==> config.mk <==
export PLATFORM = sky130hd
export DESIGN_NAME = sio_cfg_port
export DESIGN_NICKNAME = d
export VERILOG_FILES = /design/src/rtl/sio_cfg_pkg.sv /design/src/rtl/sio_port_decode.sv /design/src/rtl/sio_key_fsm.sv /design/src/rtl/sio_cfg_regs.sv /design/src/rtl/sio_cfg_port.sv
export SDC_FILE = /design/constraint.sdc
export NUM_CORES = 1
export LEC_CHECK = 0
export CELL_PAD_IN_SITES_DETAIL_PLACEMENT = 1
export CELL_PAD_IN_SITES_GLOBAL_PLACEMENT = 1
export CORE_ASPECT_RATIO = 2
export CORE_UTILIZATION = 31
export CTS_CLUSTER_DIAMETER = 200
export DETAILED_ROUTE_END_ITERATION = 10
export PLACE_DENSITY = 0.8
export SETUP_SLACK_MARGIN = 0.1
export SLEW_MARGIN = 20
export SYNTH_ARGS = -nofsm -noshare
export SYNTH_HDL_FRONTEND = slang
export SYNTH_SLANG_ARGS = --single-unit
==> constraint.sdc <==
create_clock -name clk -period 2.75 [get_ports clk]
set_input_delay 0.4125 -clock clk [delete_from_list [all_inputs] [get_ports clk]]
set_output_delay 0.4125 -clock clk [all_outputs]
set_load 0.02 [all_outputs]
==> src/rtl/sio_cfg_pkg.sv <==
package sio_cfg_pkg;

  typedef enum logic [1:0] {
    KEY_LOCKED = 2'd0,
    KEY_HALF   = 2'd1,
    KEY_OPEN   = 2'd2
  } key_state_e;

  localparam logic [7:0] KEY_ENTER    = 8'h87;
  localparam logic [7:0] KEY_EXIT     = 8'hAA;
  localparam logic [7:0] REG_LDSEL    = 8'h07;
  localparam logic [7:0] REG_DEVID_HI = 8'h20;
  localparam logic [7:0] REG_DEVID_LO = 8'h21;
  localparam logic [7:0] REG_REV      = 8'h22;
  localparam logic [7:0] REG_MFR_HI   = 8'h23;
  localparam logic [7:0] REG_MFR_LO   = 8'h24;
  localparam logic [7:0] RD_IDLE      = 8'hFF;

endpackage

==> src/rtl/sio_port_decode.sv <==
module sio_port_decode #(
  parameter int unsigned   ADDR_W   = 16,
  parameter logic [15:0]   BASE_PRI = 16'h002E,
  parameter logic [15:0]   BASE_ALT = 16'h004E
) (
  input  logic              strap_alt,
  input  logic [ADDR_W-1:0] io_addr,
  input  logic              io_wr,
  input  logic              io_rd,
  output logic              idx_wr,
  output logic              idx_rd,
  output logic              dat_wr,
  output logic              dat_rd
);

  localparam logic [ADDR_W-1:0] PRI_IDX = ADDR_W'(BASE_PRI);
  localparam logic [ADDR_W-1:0] PRI_DAT = ADDR_W'(BASE_PRI + 16'd1);
  localparam logic [ADDR_W-1:0] ALT_IDX = ADDR_W'(BASE_ALT);
  localparam logic [ADDR_W-1:0] ALT_DAT = ADDR_W'(BASE_ALT + 16'd1);

  logic [ADDR_W-1:0] idx_addr;
  logic [ADDR_W-1:0] dat_addr;
  logic              hit_idx;
  logic              hit_dat;

  always_comb begin
    idx_addr = strap_alt ? ALT_IDX : PRI_IDX;
    dat_addr = strap_alt ? ALT_DAT : PRI_DAT;
    hit_idx  = (io_addr == idx_addr);
    hit_dat  = (io_addr == dat_addr);
    idx_wr   = io_wr & hit_idx;
    idx_rd   = io_rd & hit_idx;
    dat_wr   = io_wr & hit_dat;
    dat_rd   = io_rd & hit_dat;
  end

endmodule

==> src/rtl/sio_key_fsm.sv <==
module sio_key_fsm
  import sio_cfg_pkg::*;
(
  input  logic       clk,
  input  logic       rst_n,
  input  logic       idx_wr,
  input  logic       dat_wr,
  input  logic [7:0] wdata,
  output logic       cfg_open,
  output logic       idx_load
);

  key_state_e state_q;
  key_state_e state_d;
  logic       state_en;

  always_comb begin
    state_d  = state_q;
    idx_load = 1'b0;
    unique case (state_q)
      KEY_LOCKED: begin
        if (idx_wr && wdata == KEY_ENTER) state_d = KEY_HALF;
      end
      KEY_HALF: begin
        if (idx_wr && wdata == KEY_ENTER) state_d = KEY_OPEN;
        else if (idx_wr || dat_wr)        state_d = KEY_LOCKED;
      end
      KEY_OPEN: begin
        if (idx_wr) begin
          if (wdata == KEY_EXIT) state_d  = KEY_LOCKED;
          else                   idx_load = 1'b1;
        end
      end
      default: state_d = KEY_LOCKED;
    endcase
    state_en = (state_d != state_q);
  end

  always_ff @(posedge clk or negedge rst_n) begin
    if (!rst_n)        state_q <= KEY_LOCKED;
    else if (state_en) state_q <= state_d;
  end

  assign cfg_open = (state_q == KEY_OPEN);

endmodule

==> src/rtl/sio_cfg_regs.sv <==
module sio_cfg_regs
  import sio_cfg_pkg::*;
#(
  parameter logic [15:0] DEV_ID    = 16'hC3A5,
  parameter logic [7:0]  DEV_REV   = 8'h17,
  parameter logic [15:0] MFR_ID    = 16'h1934,
  parameter logic [7:0]  FWD_START = 8'h30
) (
  input  logic       clk,
  input  logic       rst_n,
  input  logic       cfg_open,
  input  logic       idx_load,
  input  logic       dat_wr,
  input  logic       idx_rd,
  input  logic       dat_rd,
  input  logic       any_rd,
  input  logic [7:0] wdata,
  input  logic [7:0] dev_rdata,
  output logic [7:0] idx_q,
  output logic [7:0] ldsel_q,
  output logic       dev_wr,
  output logic       dev_rd,
  output logic [7:0] rdata_q
);

  localparam int unsigned ID_BYTES = 5;

  logic [7:0] id_byte [ID_BYTES];
  logic [7:0] id_value;
  logic [7:0] glb_value;
  logic [7:0] rd_value;
  logic [7:0] idx_d, ldsel_d, rdata_d;
  logic       idx_en, ldsel_en, rdata_en;
  logic       fwd;

  assign id_byte[0] = DEV_ID[15:8];
  assign id_byte[1] = DEV_ID[7:0];
  assign id_byte[2] = DEV_REV;
  assign id_byte[3] = MFR_ID[15:8];
  assign id_byte[4] = MFR_ID[7:0];

  always_comb begin
    id_value = 8'h00;
    for (int i = 0; i < ID_BYTES; i++) begin
      if (idx_q == REG_DEVID_HI + 8'(i)) id_value = id_byte[i];
    end
  end

  always_comb begin
    fwd    = (idx_q >= FWD_START);
    dev_wr = dat_wr & cfg_open & fwd;
    dev_rd = dat_rd & cfg_open & fwd;
  end

  always_comb begin
    if (idx_q == REG_LDSEL) glb_value = ldsel_q;
    else                    glb_value = id_value;
    if (!cfg_open)          rd_value = RD_IDLE;
    else if (idx_rd)        rd_value = idx_q;
    else if (dat_rd)        rd_value = fwd ? dev_rdata : glb_value;
    else                    rd_value = RD_IDLE;
  end

  always_comb begin
    idx_en   = idx_load;
    idx_d    = wdata;
    ldsel_en = dat_wr & cfg_open & (idx_q == REG_LDSEL);
    ldsel_d  = wdata;
    rdata_en = any_rd;
    rdata_d  = rd_value;
  end

  always_ff @(posedge clk or negedge rst_n) begin
    if (!rst_n)      idx_q <= 8'h00;
    else if (idx_en) idx_q <= idx_d;
  end

  always_ff @(posedge clk or negedge rst_n) begin
    if (!rst_n)        ldsel_q <= 8'h00;
    else if (ldsel_en) ldsel_q <= ldsel_d;
  end

  always_ff @(posedge clk or negedge rst_n) begin
    if (!rst_n)        rdata_q <= RD_IDLE;
    else if (rdata_en) rdata_q <= rdata_d;
  end

endmodule

==> src/rtl/sio_cfg_port.sv <==
module sio_cfg_port #(
  parameter int unsigned ADDR_W    = 16,
  parameter logic [15:0] BASE_PRI  = 16'h002E,
  parameter logic [15:0] BASE_ALT  = 16'h004E,
  parameter logic [15:0] DEV_ID    = 16'hC3A5,
  parameter logic [7:0]  DEV_REV   = 8'h17,
  parameter logic [15:0] MFR_ID    = 16'h1934,
  parameter logic [7:0]  FWD_START = 8'h30
) (
  input  logic              clk,
  input  logic              rst_n,
  input  logic              strap_alt,
  input  logic [ADDR_W-1:0] io_addr,
  input  logic              io_wr,
  input  logic              io_rd,
  input  logic [7:0]        io_wdata,
  output logic [7:0]        io_rdata,
  output logic              cfg_open,
  output logic [7:0]        ld_sel,
  output logic [7:0]        dev_idx,
  output logic [7:0]        dev_wdata,
  output logic              dev_wr,
  output logic              dev_rd,
  input  logic [7:0]        dev_rdata
);

  logic idx_wr, idx_rd, dat_wr, dat_rd;
  logic idx_load;

  sio_port_decode #(
    .ADDR_W  (ADDR_W),
    .BASE_PRI(BASE_PRI),
    .BASE_ALT(BASE_ALT)
  ) u_decode (
    .strap_alt(strap_alt),
    .io_addr  (io_addr),
    .io_wr    (io_wr),
    .io_rd    (io_rd),
    .idx_wr   (idx_wr),
    .idx_rd   (idx_rd),
    .dat_wr   (dat_wr),
    .dat_rd   (dat_rd)
  );

  sio_key_fsm u_key (
    .clk     (clk),
    .rst_n   (rst_n),
    .idx_wr  (idx_wr),
    .dat_wr  (dat_wr),
    .wdata   (io_wdata),
    .cfg_open(cfg_open),
    .idx_load(idx_load)
  );

  sio_cfg_regs #(
    .DEV_ID   (DEV_ID),
    .DEV_REV  (DEV_REV),
    .MFR_ID   (MFR_ID),
    .FWD_START(FWD_START)
  ) u_regs (
    .clk      (clk),
    .rst_n    (rst_n),
    .cfg_open (cfg_open),
    .idx_load (idx_load),
    .dat_wr   (dat_wr),
    .idx_rd   (idx_rd),
    .dat_rd   (dat_rd),
    .any_rd   (io_rd),
    .wdata    (io_wdata),
    .dev_rdata(dev_rdata),
    .idx_q    (dev_idx),
    .ldsel_q  (ld_sel),
    .dev_wr   (dev_wr),
    .dev_rd   (dev_rd),
    .rdata_q  (io_rdata)
  );

  assign dev_wdata = io_wdata;

endmodule

Yosys cells after proc, flatten, opt, wreduce, memory -nomap -nowiden
Cells that the tools add are included.
{"block": "word_totals", "regBits": 26, "input_bits": 37, "output_inout_bits": 35, "word_cells": 51}
{"block": "classes", "order_cmp": 1, "eq_ne": 13, "n_mux": 21, "bitwise_logic": 9, "reduce_logical": 3}
{"op": "8-bit 2-to-1 mux", "n": 10}
{"op": "8-bit by 6-bit equality test with 1-bit output, second input constant", "n": 5}
{"op": "16-bit equality test", "n": 2}
{"op": "8-bit equality test, second input constant", "n": 2}
{"op": "7-bit 2-to-1 mux", "n": 2}
{"op": "2-bit 2-to-1 mux", "n": 5}
{"op": "1-bit AND", "n": 9}
{"op": "8-bit by 3-bit equality test with 1-bit output, second input constant", "n": 1}
{"op": "8-bit by 6-bit greater-or-equal comparator with 1-bit output, second input constant", "n": 1}
{"op": "2-bit one-hot mux with 3 select lines", "n": 1}
{"op": "1-bit 2-to-1 mux", "n": 3}
{"op": "2-bit by 1-bit equality test with 1-bit output, second input constant", "n": 1}
{"op": "2-bit equality test, second input constant", "n": 1}
{"op": "2-bit zero test", "n": 1}
{"op": "2-bit != test", "n": 1}
{"op": "1-bit logical AND", "n": 1}
{"op": "1-bit logical OR", "n": 1}

Depth between registers and ports, before layout
{"block": "logic_depth", "word_depth": 11, "mapped_depth": 5, "depth_no_buf": 4}

Modules after synthesis
A second synthesis with hierarchy kept.
{"block": "unflattened", "cells_unflattened": 163, "hier_area_um2": 1642.8}
{"module": "sio_cfg_regs", "n_inst": 1, "cells_per_inst": 126, "area_per_inst_um2": 1326.3, "seq_area_each_um2": 610.6}
{"module": "sio_key_fsm", "n_inst": 1, "cells_per_inst": 14, "area_per_inst_um2": 148.9, "seq_area_each_um2": 50.0}
{"module": "sio_port_decode", "n_inst": 1, "cells_per_inst": 15, "area_per_inst_um2": 107.6, "seq_area_each_um2": 0.0}
{"module": "sio_cfg_port", "n_inst": 1, "cells_per_inst": 8, "area_per_inst_um2": 60.1, "seq_area_each_um2": 0.0}

Worst setup path after synthesis
Ideal clock, no wire load.
{"block": "synth_path", "path_kind": "input -> register", "startpoint": "input port io_addr[8]", "endpoint": "register u_regs.idx_q[0]", "setup_ps": 125, "arrival_ps": 2147, "t_required_ps": 2625, "path_slack_ps": 478, "path_stages": 5, "n_path_buf": 1, "cell_sequence": "or4_4 -> a211o_4 -> buf_6 -> nor4_4 -> mux2_2"}
{"block": "synth_between", "elab_chain_cells": 4}
{"element": "start, declared", "line": "sio_cfg_port.sv:13", "rtl": "input logic [ADDR_W-1:0] io_addr,"}
{"element": "16-bit equality test", "line": "sio_port_decode.sv:29", "rtl": "hit_idx = (io_addr == idx_addr);"}
{"element": "1-bit AND", "line": "sio_port_decode.sv:31", "rtl": "idx_wr = io_wr & hit_idx;"}
{"element": "1-bit 2-to-1 mux", "line": "sio_key_fsm.sv:29", "rtl": "if (idx_wr) begin"}
{"element": "1-bit 2-to-1 mux", "line": "sio_key_fsm.sv:20", "rtl": "unique case (state_q)"}
{"element": "end signal, assigned", "line": "sio_cfg_regs.sv:75", "rtl": "else if (idx_en) idx_q <= idx_d;"}
{"element": "end, declared", "line": "sio_cfg_regs.sv:19", "rtl": "output logic [7:0] idx_q,"}
Every way passes these cells.
A chain may end at the register's enable or synchronous reset.

Worst setup path in the final report
{"block": "layout_path", "startpoint": "input port io_addr[8]", "endpoint": "output port dev_wr"}
{"block": "layout_between", "elab_chain_cells": 4}
{"element": "16-bit equality test", "line": "sio_port_decode.sv:30", "rtl": "hit_dat = (io_addr == dat_addr);"}
{"element": "1-bit AND", "line": "sio_port_decode.sv:33", "rtl": "dat_wr = io_wr & hit_dat;"}
{"element": "1-bit AND (2 in series)", "line": "sio_cfg_regs.sv:51", "rtl": "dev_wr = dat_wr & cfg_open & fwd;"}
{"element": "end, declared", "line": "sio_cfg_port.sv:22", "rtl": "output logic dev_wr,"}
Every way passes these cells.

==> insert_results.sql <==
INSERT INTO impl_metrics (metric_group, metric, value, unit) VALUES
('outcome', 'run_status', 'complete, no violations', ''),
('timing', 'rsz_0062_raised_after_global_routing', 'false', ''),
('placed_design', 'placement.io_buffers', '71', ''),
('setup_path', 'cp_max_fo', '2', ''),
('final_layout', 'post_route_cells_drive_above_1_share', '23.8', '%'),
('global_route', 'grt.met2_usage', '36.6', '%'),
('global_route', 'first_global_vias', '1637', ''),
('setup_path', 'critPathMaxStageDelay', '540', 'ps'),
('logic_synthesis', 'dominant_combinational_cell_family_by_area_after_synthesis', 'simple AND/OR/NAND/NOR gates', ''),
('final_layout', 'stdcell_count', '289', ''),
('logic_synthesis', 'post_synth_fa_ha_maj_area_fraction', '0', '%'),
('floorplanning', 'die_width', '53.5', 'um'),
('logic_synthesis', 'count_of_state_elements_after_synthesis', '26', ''),
('floorplanning', 'die_height', '105', 'um'),
('global_route', 'first_pass_grt_wire_length', '8020', 'um'),
('final_layout', 'final_net_count', '269', ''),
('placed_design', 'placed_cells', '285', ''),
('final_layout', 'total_of_fill_cells_in_the_finished_design', '579', ''),
('clock_network', 'clock_insertion_delay_worst_skew', '270', 'ps'),
('setup_path', 'critPathRequiredTime', '2340', 'ps'),
('setup_path', 'worstPathArrival', '2180', 'ps'),
('pwr', 'vdd.ir_drop.worst', '282', 'uV'),
('drt', 'post-route-drc-count', '0', ''),
('clock_network', 'cts_num_sinks', '26', ''),
('logic_synthesis', 'synth_flop_type', 'sky130_fd_sc_hd__dfrtp_1', ''),
('final_layout', 'multiInputGateArea', '861', 'um2'),
('timing', 'tightest_slew', '876', 'ps'),
('logic_synthesis', 'synthMuxAreaShare', '11.6', '%'),
('clock_network', 'postCtsSetupRepairBufs', '0', ''),
('timing', 'slew_headroom', '41.4', '%'),
('global_route', 'residual_overflow_from_global_routing', '0', ''),
('clock_network', 'clkTransAtPathRegs', '100', 'ps'),
('drt', 'drt_first_iter_violations', '20', ''),
('pwr', 'leakage_power_of_the_design', '0.00103', 'uW'),
('logic_synthesis', 'post_synth_inst_count', '158', ''),
('timing', 'fin_setup_tns', '0', 'ps'),
('setup_path', 'timing.setup.critical_path_class', 'input port to output port', ''),
('drt', 'route.detailed.wl_per_inst', '17.1', 'um'),
('setup_path', 'worst-path-buf-inv', '2', ''),
('global_route', 'globalRouteTotalUtil', '19.2', '%'),
('timing', 'report.final.hold_viol_count', '0', ''),
('setup_path', 'cp_cell_sequence', 'clkdlybuf4s50_1, or4_4, a2111o_1, nor3_1, clkdlybuf4s15_2', ''),
('clock_network', 'cts_root_buffer', 'sky130_fd_sc_hd__clkbuf_8', ''),
('floorplanning', 'floorplan.initialDensity', '32.0', '%'),
('placed_design', 'place_congestion', '0.813', ''),
('pwr', 'p_per_area', '325', 'nW/um2'),
('timing', 'max_clock_freq', '385', 'MHz'),
('timing', 'fin_hold_ws', '507', 'ps'),
('drt', 'drt_antenna_net_count', '0', ''),
('final_layout', 'final_core_util', '48.8', '%'),
('logic_synthesis', 'post_synth_and_or_nand_nor_area_fraction', '23.1', '%'),
('setup_path', 'critical_path.startpoint_type', 'input port', ''),
('pwr', 'totalPowerFinal', '815', 'uW'),
('placed_design', 'detailed_place_hpwl', '3970', 'um'),
('global_route', 'grt_max_degree', '20', ''),
('setup_path', 'gate_family_responsible_for_the_most_delay_along_the_worst_path', 'simple AND/OR/NAND/NOR gates', ''),
('logic_synthesis', 'syn_area', '1640', 'um2'),
('worst_hold_path', 'holdCritPathClass', 'flip-flop to flip-flop', ''),
('drt', 'via_per_inst', '5.34', ''),
('logic_synthesis', 'yosys_warnings', '0', ''),
('drt', 'num_vias', '1544', ''),
('drt', 'routed_wl', '4930', 'um'),
('timing', 'layout_worst_path_cycle_share', '94.4', '%'),
('global_route', 'use_met1', '20.5', '%'),
('timing', 'setup_violations_final', '0', ''),
('clock_network', 'htree_levels', '1', ''),
('final_layout', 'layout-area-overhead-vs-synth', '52.5', '%'),
('timing', 'clock-skew-final', '7.48', 'ps'),
('logic_synthesis', 'synth_compound_area_share', '17.0', '%'),
('clock_network', 'cts_made_buffers', '3', ''),
('final_layout', 'ff_latch_area', '661', 'um2');
stage by stage:
step / instance area [um2] / setup WS (ps)
floorplan: 1640 / 478
global placement: 2440 / -204
detailed placement: 2440 / -229
CTS: 2510 / 114
global route: 2510 / 102
finish: 2510 / 154
worst reg2reg max path: stages (launching register included):
cell and delay [ps]:
sky130_fd_sc_hd__dfrtp_1 420, sky130_fd_sc_hd__nor2b_1 430, sky130_fd_sc_hd__o41ai_1 170, sky130_fd_sc_hd__buf_4 170, sky130_fd_sc_hd__nor4_4 230, sky130_fd_sc_hd__buf_4 220
sky130_fd_sc_hd__mux2_2 340
state kept, by name (all words and copies together), names as in the netlist:
name and flops:
u_key.state_q 2, u_regs.idx_q 8, u_regs.ldsel_q 8, u_regs.rdata_q 8
cell usage in the layout, fill, tap and decap left out, types with 2 or more instances in the layout:
cell,n
sky130_fd_sc_hd__a221oi_1,4
sky130_fd_sc_hd__inv_1,2
sky130_fd_sc_hd__nor4_4,2
sky130_fd_sc_hd__nor4bb_1,2
sky130_fd_sc_hd__a211oi_1,5
sky130_fd_sc_hd__nor2_1,10
sky130_fd_sc_hd__mux2_2,17
sky130_fd_sc_hd__nand2_1,11
sky130_fd_sc_hd__and4b_1,2
sky130_fd_sc_hd__dfstp_2,8
sky130_fd_sc_hd__clkbuf_8,3
sky130_fd_sc_hd__nor3_1,3
sky130_fd_sc_hd__o22a_1,3
sky130_fd_sc_hd__a31oi_1,4
sky130_fd_sc_hd__o21ai_0,3
sky130_fd_sc_hd__buf_4,17
sky130_fd_sc_hd__clkdlybuf4s50_1,69
sky130_fd_sc_hd__nor4_1,5
sky130_fd_sc_hd__nor2b_1,3
sky130_fd_sc_hd__nand3b_1,2
sky130_fd_sc_hd__a21o_1,2
sky130_fd_sc_hd__nand3_1,2
sky130_fd_sc_hd__nand2b_1,3
sky130_fd_sc_hd__o2111ai_1,2
sky130_fd_sc_hd__dfrtp_1,18
per-layer routing:
layer	wire [um]	part of all wire, %	vias up
met5	0	0	-
met4	78	1.6	0
met3	132	2.7	6
met2	2930	59	34
met1	1800	36	762
li1	-	-	742
synth_stat cells (4+ instances only):
library cell	number	area share (%)
sky130_fd_sc_hd__a211oi_1	5	2.3
sky130_fd_sc_hd__a221oi_1	4	2.1
sky130_fd_sc_hd__a31oi_1	4	1.5
sky130_fd_sc_hd__buf_4	8	3.7
sky130_fd_sc_hd__clkbuf_1	9	2.1
sky130_fd_sc_hd__dfrtp_1	18	27
sky130_fd_sc_hd__dfstp_2	8	13
sky130_fd_sc_hd__mux2_2	17	12
sky130_fd_sc_hd__nand2_1	11	2.5
sky130_fd_sc_hd__nor2_1	10	2.3
sky130_fd_sc_hd__nor4_1	5	1.9
worst paths after layout:
path / slack [ps] / end / startpoint / cells after the start
min in group asynchronous: 620 / u_regs.idx_q[4] / rst_n / 1
hold reg to reg: 510 / u_regs.rdata_q[0] / u_regs.rdata_q[0] / 2
setup / recovery: 150 / dev_wr / io_addr[8] / 5
hold / removal: 510 / u_regs.rdata_q[0] / u_regs.rdata_q[0] / 2
max in group asynchronous: 1400 / u_regs.rdata_q[5] / rst_n / 2
setup reg to reg: 660 / u_regs.idx_q[2] / u_key.state_q[0] / 6
area by class of cell:
type	instances	share of cell area, %
multi-input cells	111	34.3
repair buffers	88	33.3
flip-flops and latches	26	26.3
well taps	58	2.89
clock buffers	3	1.65
clock inverters	1	1.20
inverters	2	0.299
kinds of logic after synthesis:
kind of cell    after synthesis
compound gates               35
xor+xnor                      1
buf+inv                      21
flops                        26
mux                          17
simple gates                 58
repair_timing:
item	CTS	global route
hold endpoints to repair	0	0
endpoints found under the setup margin	2	1
gates resized for setup	8	1
hold buffers	0	0
power breakdown:
group | internal (uW) | total [uW] | switching, uW
Sequential | 383 | 383 | 0.0000563
Combinational | 67.0 | 113 | 46.4
Clock | 195 | 319 | 125
Note: power is estimated with default switching activity, not from simulation.
